File: src/rtl/rtg_pkg.sv
package rtg_pkg;
    parameter int DW = 32;
    parameter int AW = 5;
    localparam int ALIGN_BITS = 5;

    typedef logic [DW-1:0] word_t;
    typedef logic [AW-1:0] slot_t;

    localparam word_t ALIGN_MASK = ~word_t'((1 << ALIGN_BITS) - 1);

    // write-port slots
    localparam slot_t SL_VSBLANK = 5'd1;
    localparam slot_t SL_VEBLANK = 5'd2;
    localparam slot_t SL_VESYNC  = 5'd4;
    localparam slot_t SL_VSSYNC  = 5'd5;
    localparam slot_t SL_VPERIOD = 5'd6;
    localparam slot_t SL_HPERIOD = 5'd8;
    localparam slot_t SL_HSBLANK = 5'd9;
    localparam slot_t SL_HEBLANK = 5'd10;
    localparam slot_t SL_HESYNC  = 5'd11;
    localparam slot_t SL_HSSYNC  = 5'd12;
    localparam slot_t SL_PITCH   = 5'd16;
    localparam slot_t SL_XOFF    = 5'd17;
    localparam slot_t SL_YOFF    = 5'd18;
    localparam slot_t SL_CMODE   = 5'd19;
    localparam slot_t SL_CTRL    = 5'd20;

    typedef struct packed {
        word_t hperiod;
        word_t hsblank;
        word_t heblank;
        word_t hesync;
        word_t hssync;
        word_t vperiod;
        word_t vsblank;
        word_t veblank;
        word_t vesync;
        word_t vssync;
    } timing_t;

    typedef struct packed {
        logic       blank_force;
        logic [1:0] hs_en;
        logic [1:0] vs_en;
    } ctrl_t;
endpackage

File: src/rtl/rtg_window.sv
module rtg_window
    import rtg_pkg::*;
(
    input  word_t count_i,
    input  word_t start_i,
    input  word_t stop_i,
    output logic  active_o
);
    logic straight;

    always_comb begin
        straight = (start_i <= stop_i);
        if (straight) begin
            active_o = (count_i >= start_i) && (count_i < stop_i);
        end else begin
            active_o = (count_i >= start_i) || (count_i < stop_i);
        end
    end
endmodule

File: src/rtl/rtg_regbank.sv
module rtg_regbank
    import rtg_pkg::*;
(
    input  logic    clk_i,
    input  logic    rst_i,
    input  logic    wr_en_i,
    input  slot_t   wr_addr_i,
    input  word_t   wr_data_i,
    input  logic    xfer_i,
    output timing_t timing_o,
    output word_t   pitch_o,
    output ctrl_t   ctrl_o,
    output word_t   start_o
);
    typedef struct packed {
        timing_t    tim;
        word_t      pitch;
        word_t      xoff;
        word_t      yoff;
        logic [1:0] cmode;
        ctrl_t      ctrl;
        word_t      start;
    } bank_t;

    bank_t      bank_d, bank_q;
    logic [1:0] shift;
    word_t      linear;

    always_comb begin
        bank_d = bank_q;
        shift  = (bank_q.cmode == 2'd3) ? 2'd2 : bank_q.cmode;
        linear = (bank_q.yoff * bank_q.pitch) + (bank_q.xoff << shift);
        if (xfer_i) begin
            bank_d.start = linear & ALIGN_MASK;
        end
        if (wr_en_i) begin
            case (wr_addr_i)
                SL_VSBLANK: bank_d.tim.vsblank = wr_data_i;
                SL_VEBLANK: bank_d.tim.veblank = wr_data_i;
                SL_VESYNC:  bank_d.tim.vesync  = wr_data_i;
                SL_VSSYNC:  bank_d.tim.vssync  = wr_data_i;
                SL_VPERIOD: bank_d.tim.vperiod = wr_data_i;
                SL_HPERIOD: bank_d.tim.hperiod = wr_data_i;
                SL_HSBLANK: bank_d.tim.hsblank = wr_data_i;
                SL_HEBLANK: bank_d.tim.heblank = wr_data_i;
                SL_HESYNC:  bank_d.tim.hesync  = wr_data_i;
                SL_HSSYNC:  bank_d.tim.hssync  = wr_data_i;
                SL_PITCH:   bank_d.pitch       = wr_data_i;
                SL_XOFF:    bank_d.xoff        = wr_data_i;
                SL_YOFF:    bank_d.yoff        = wr_data_i;
                SL_CMODE:   bank_d.cmode       = wr_data_i[1:0];
                SL_CTRL: begin
                    bank_d.ctrl.blank_force = wr_data_i[10];
                    bank_d.ctrl.hs_en       = wr_data_i[5:4];
                    bank_d.ctrl.vs_en       = wr_data_i[1:0];
                end
                default: ;
            endcase
        end
    end

    always_ff @(posedge clk_i) begin
        if (rst_i) begin
            bank_q <= '0;
        end else begin
            bank_q <= bank_d;
        end
    end

    assign timing_o = bank_q.tim;
    assign pitch_o  = bank_q.pitch;
    assign ctrl_o   = bank_q.ctrl;
    assign start_o  = bank_q.start;


    start_hold_chk: assert property (@(posedge clk_i) disable iff (rst_i)
        !$past(xfer_i) |-> $stable(start_o));


    start_align_chk: assert property (@(posedge clk_i) disable iff (rst_i)
        start_o[ALIGN_BITS-1:0] == '0);
endmodule

File: src/rtl/rtg_counters.sv
module rtg_counters
    import rtg_pkg::*;
#(
    parameter int CNT_W = 12
) (
    input  logic  clk_i,
    input  logic  rst_i,
    input  word_t hperiod_i,
    input  word_t vperiod_i,
    output word_t hcnt_o,
    output word_t vcnt_o,
    output logic  line_end_o,
    output word_t vnext_o
);
    localparam logic [CNT_W-1:0] V_STEP = CNT_W'(2);

    typedef struct packed {
        logic [CNT_W-1:0] h;
        logic [CNT_W-1:0] v;
    } cnt_t;

    cnt_t  cnt_d, cnt_q;
    word_t vsum;

    always_comb begin
        cnt_d      = cnt_q;
        hcnt_o     = DW'(cnt_q.h);
        vcnt_o     = DW'(cnt_q.v);
        line_end_o = (hcnt_o >= hperiod_i + 1);
        vsum       = vcnt_o + DW'(V_STEP);
        vnext_o    = (vsum >= vperiod_i) ? '0 : vsum;
        if (line_end_o) begin
            cnt_d.h = '0;
            cnt_d.v = vnext_o[CNT_W-1:0];
        end else begin
            cnt_d.h = cnt_q.h + 1'b1;
        end
    end

    always_ff @(posedge clk_i) begin
        if (rst_i) begin
            cnt_q <= '0;
        end else begin
            cnt_q <= cnt_d;
        end
    end


    hcnt_wrap_chk: assert property (@(posedge clk_i) disable iff (rst_i)
        line_end_o |=> (hcnt_o == '0));


    vcnt_hold_chk: assert property (@(posedge clk_i) disable iff (rst_i)
        !line_end_o |=> $stable(vcnt_o));
endmodule

File: src/rtl/raster_timing_gen.sv
module raster_timing_gen
    import rtg_pkg::*;
#(
    parameter int CNT_W = 12
) (
    input  logic                   clk_i,
    input  logic                   rst_i,
    input  logic                   wr_en_i,
    input  logic [rtg_pkg::AW-1:0] wr_addr_i,
    input  logic [rtg_pkg::DW-1:0] wr_data_i,
    output logic                   hsync_o,
    output logic                   vsync_o,
    output logic                   blank_o,
    output logic [rtg_pkg::DW-1:0] fetch_addr_o
);
    typedef struct packed {
        word_t line_addr;
        word_t addr;
        logic  hs;
        logic  vs;
        logic  blank;
    } out_t;

    timing_t tim;
    ctrl_t   ctrl;
    word_t   pitch, start;
    word_t   hcnt, vcnt, vnext;
    logic    line_end, xfer;
    logic    hs_win, vs_win, hb_win, vb_win, vn_blank;
    out_t    st_d, st_q;

    assign xfer = line_end && (vnext == tim.vsblank);

    rtg_regbank u_bank (
        .clk_i     (clk_i),
        .rst_i     (rst_i),
        .wr_en_i   (wr_en_i),
        .wr_addr_i (wr_addr_i),
        .wr_data_i (wr_data_i),
        .xfer_i    (xfer),
        .timing_o  (tim),
        .pitch_o   (pitch),
        .ctrl_o    (ctrl),
        .start_o   (start)
    );

    rtg_counters #(.CNT_W(CNT_W)) u_cnt (
        .clk_i      (clk_i),
        .rst_i      (rst_i),
        .hperiod_i  (tim.hperiod),
        .vperiod_i  (tim.vperiod),
        .hcnt_o     (hcnt),
        .vcnt_o     (vcnt),
        .line_end_o (line_end),
        .vnext_o    (vnext)
    );

    rtg_window u_hs_win (.count_i(hcnt),  .start_i(tim.hssync),  .stop_i(tim.hesync),  .active_o(hs_win));
    rtg_window u_vs_win (.count_i(vcnt),  .start_i(tim.vssync),  .stop_i(tim.vesync),  .active_o(vs_win));
    rtg_window u_hb_win (.count_i(hcnt),  .start_i(tim.hsblank), .stop_i(tim.heblank), .active_o(hb_win));
    rtg_window u_vb_win (.count_i(vcnt),  .start_i(tim.vsblank), .stop_i(tim.veblank), .active_o(vb_win));
    rtg_window u_vn_win (.count_i(vnext), .start_i(tim.vsblank), .stop_i(tim.veblank), .active_o(vn_blank));

    always_comb begin
        st_d       = st_q;
        st_d.hs    = (|ctrl.hs_en) && hs_win;
        st_d.vs    = (|ctrl.vs_en) && vs_win;
        st_d.blank = ctrl.blank_force || hb_win || vb_win;
        st_d.addr  = st_q.line_addr;
        if (line_end && !vn_blank) begin
            st_d.line_addr = (vnext == tim.veblank) ? start : st_q.line_addr + pitch;
        end
    end

    always_ff @(posedge clk_i) begin
        if (rst_i) begin
            st_q       <= '0;
            st_q.blank <= 1'b1;
        end else begin
            st_q <= st_d;
        end
    end

    assign hsync_o      = st_q.hs;
    assign vsync_o      = st_q.vs;
    assign blank_o      = st_q.blank;
    assign fetch_addr_o = st_q.addr;


    hsync_gate_chk: assert property (@(posedge clk_i) disable iff (rst_i)
        !$past(|ctrl.hs_en) |-> !hsync_o);


    vsync_gate_chk: assert property (@(posedge clk_i) disable iff (rst_i)
        !$past(|ctrl.vs_en) |-> !vsync_o);


    force_blank_chk: assert property (@(posedge clk_i) disable iff (rst_i)
        $past(ctrl.blank_force) |-> blank_o);


    addr_hold_chk: assert property (@(posedge clk_i) disable iff (rst_i)
        !$past(line_end) |-> $stable(st_q.line_addr));
endmodule

File: config.mk
export PLATFORM = sky130hd
export DESIGN_NAME = raster_timing_gen
export DESIGN_NICKNAME = d
export VERILOG_FILES = /design/src/rtl/rtg_pkg.sv /design/src/rtl/rtg_window.sv /design/src/rtl/rtg_regbank.sv /design/src/rtl/rtg_counters.sv /design/src/rtl/raster_timing_gen.sv
export SDC_FILE = /design/constraint.sdc
export NUM_CORES = 2
export LEC_CHECK = 0
export ABC_CLOCK_PERIOD_IN_PS = 7360
export BUFFER_PORTS_ARGS = -buffer_cell sky130_fd_sc_hd__buf_2
export CAP_MARGIN = 20
export CORE_MARGIN = 8
export CORE_UTILIZATION = 55
export CTS_BUF_LIST = sky130_fd_sc_hd__clkbuf_16
export DETAILED_ROUTE_END_ITERATION = 16
export GPL_ROUTABILITY_DRIVEN = 0
export HOLD_SLACK_MARGIN = 0.08
export PLACE_DENSITY_LB_ADDON = 0.3
export SYNTH_ARGS = -nofsm -noshare
export SYNTH_HDL_FRONTEND = slang
export SYNTH_HIERARCHICAL = 1
export SYNTH_SLANG_ARGS = --single-unit
File: constraint.sdc
create_clock -name clk_i -period 7.36 [get_ports clk_i]
set_input_delay 0.368 -clock clk_i [delete_from_list [all_inputs] [get_ports clk_i]]
set_output_delay 0.368 -clock clk_i [all_outputs]
set_load 0.03 [all_outputs]
==> impl_results.md <==
* Status: finished clean
* Clk_lat worst skew at 690 ps
* CTS Buf Count at 59
* Synthesized flop and latch total at 541
* WHS Path Cells at 3
* Initial Util at 55.28%
* Initial DRC count at 3680
* Final #Nets at 7491
* CTS max path bufs at 3
* IO Count at 75
* Clock sink count at 541
* Placed inst area at 0.05385 mm^2
* VDD IR max at 0.0001997 V
* Post-Syn Instances at 6787
* Period utilisation layout at 96.57%
* Max Slew Vio Count at 0
* FF+latch area at 0.01085 mm^2
* Die W at 332.6 um
* Syn Std Cell Area at 0.05512 mm^2
* Clock Skews at 46.99 ps
* Share of cells above drive strength 1 at 6.197%
* R2R cell count at 25
* Design area at 0.05590 mm^2
* Synth-to-Final Area Change at 1.423%
* Synth async-reset ratio at 0%
* CP Data Arrival Time at 7660 ps
* Worst path slowest cell: fa_1
* Drc violations at 0
* Largest net degree at the start of global routing at 224
* Hold Fails Final Rpt at 0
* Worst slew margin at 31.07%
* Commonest register cell after synthesis: dfxtp_1
* Hold Crit Class: in -> reg
* Most frequent CP cell: fa_1
* EDFF count, synth at 0
* H-tree depth at 2
* TritonCTS clock tree: done
* Vias/cell at 5.681
* Unrepaired setup endpoints after global routing: yes
* Clock-pin slew on the worst setup and hold paths at 70 ps
* Post-route ant nets at 0
* Ranking of synthesized cells by area: dfxtp_1, fa_1, ha_1
* Final Critical Period at 7107 ps
* Register area share after synthesis at 19.65%
* Total Wirelength at 152.6 mm
* PortBufs at 74
* Post-synth top area share at 19.65%
* Die area at 0.1106 mm^2
* Leak Pwr at 24.04 nW
* Count of final setup violators at 0
* Synth area leader: dfxtp_1
* Syn Area/Cell at 8.121 um^2
* Area of the multi-input gates at 0.03690 mm^2
* First-pass GRT wire length at 240.6 mm
* Post-Route Setup TNS at 0 ps
* Height of the die at 332.6 um
* Via count at 43790
* Critical path type: reg -> reg
* Power consumption at 7.631 mW
* Crit path launch type: register
* Max cap viols at 0
* Req. time, crit path at 7910 ps
* CTS root buf: clkbuf_16
* Drt wl/cell at 19.79 um
* Num rows at 116
* CP Capture Type: register
* GRT Total Usage at 26.91%
* Fmax at 140.7 MHz
* Count of different cell masters after synthesis at 106
* Via count of the first global-routing pass at 43790
* Core ar. at 0.09971 mm^2
* Power Density at 136.5 mW/mm^2
* 1st-pass router iterations at 6
* Fillers at 9127
* GR Overflow Total at 0
* Antenna violations before repair at 6
* Crit path largest cell delay at 610 ps
* Post-detail-place hpwl at 115.6 mm
* Hold WS at 190.5 ps
* Worst Tran Pin Value at 1034 ps
* Synthesis warning total at 6
* Crit Path Max Fanout at 8
==> Yosys cell counts, types with 14 or more instances <==
cell type / instances
a211oi_1: 24
a21o_1: 78
a21oi_1: 648
a221o_1: 16
a221oi_1: 28
a31oi_1: 19
and2_0: 14
and2_1: 336
and3_1: 24
and4_1: 34
buf_4: 451
clkbuf_1: 286
dfxtp_1: 541
fa_1: 438
ha_1: 654
inv_1: 845
mux2i_1: 68
nand2_1: 1203
nand2b_1: 17
nand3_1: 85
nand4_1: 93
nor2_1: 156
nor2b_1: 67
nor3_1: 57
nor4_1: 29
o211ai_1: 24
o21ai_0: 107
or3_1: 14
xnor2_1: 117
xor2_1: 86
==> repair_timing <==
action,4_1_cts,5_1_grt
cloned,0,0
hold buffers,1,0
endpoints found under the hold margin,7,0
pin swaps,0,2
buffers inserted,0,1
resized for setup,1,23
setup endpoints to repair,1,11
==> registers in the layout (all words and copies together) (netlist names) <==
name,cells
u_bank/timing_o,320
st_d,32
u_bank/pitch_o,32
fetch_addr_o,32
u_cnt/vcnt_o,12
blank_o,1
hsync_o,1
vsync_o,1
u_bank/ctrl_o,5
u_bank/start_o,27
u_cnt/hcnt_o,12
u_bank/bank_q,66
==> path summary, 6_finish.rpt <==
kind	start	end	slack, ps
worst min-delay path	wr_data_i[28]	u_bank/timing_o[252]	190
worst max-delay path	u_bank/bank_q[37]	u_bank/start_o[31]	250
worst max register to register	u_bank/bank_q[37]	u_bank/start_o[31]	250
worst min register to register	u_bank/timing_o[220]	u_bank/timing_o[220]	450
==> cell usage in the layout (no fill, tap or decap), types with 64 or more instances in the layout <==
cell / count
inv_1: 853
a21oi_1: 642
fa_1: 438
xor2_1: 86
nor2_1: 150
buf_4: 116
nand4_1: 93
a21o_1: 78
nand3_1: 85
mux2i_1: 68
o21ai_0: 106
and2_1: 336
nand2_1: 1203
dfxtp_1: 531
ha_1: 653
nor2b_1: 65
buf_2: 73
xnor2_1: 117
conb_1: 64
==> cell families after synthesis <==
group / share of synthesized area (%)
compound gates: 11.77
mux: 1.403
other cells: 0.01363
buf+inv: 14.08
fa+ha+maj: 30.86
simple gates: 19.00
flops: 19.65
xor+xnor: 3.226
==> critical path: cells and delay by family (launching register included) <==
| family | cells | cell delay [ps] |
|---|---|---|
| adders and majority gates | 9 | 3910 |
| and+or+nand+nor | 1 | 50 |
| muxes | 1 | 190 |
| AOI/OAI and AO/OA | 9 | 2000 |
| xor gates and xnor gates | 1 | 140 |
| DFF | 1 | 390 |
| buffers and inverters | 4 | 330 |
==> final cells by class <==
| type | count | area share (%) |
|---|---|---|
| Multi-Input combinational cell | 4710 | 66.01 |
| Tap cell | 1298 | 2.905 |
| Clock buffer | 59 | 2.641 |
| Timing Repair Buffer | 202 | 2.664 |
| Clock inverter | 49 | 0.6849 |
| Antenna cell | 4 | 0.01791 |
| Sequential cell | 541 | 19.40 |
| Inverter | 845 | 5.674 |
==> report_power, final <==
group | internal (mW) | switching (mW) | leakage, nW
sequential | 3.03 | 0.114 | 4.37
combinational | 0.560 | 0.995 | 18.7
clock | 1.57 | 1.35 | 0.929
==> metal layers <==
metal  global-route usage, %  up-vias  wire length [um]
li1                        -    20760                 -
met1                   34.96    21210             65180
met2                   44.01     1478             69320
met3                   4.524      341             10810
met4                   11.90        4              7216
met5                       0        -                28
==> per-stage QoR <==
stage,instances,util (%),setup slack [ps]
floorplan,6849,-,53.50
global placement,7590,53.98,147.5
detailed placement,7591,54.01,14.06
CTS,7700,55.89,30.35
global route,7705,56.06,-76.53
finish,7708,56.06,252.8
Note: power is estimated with default switching activity, not from simulation.
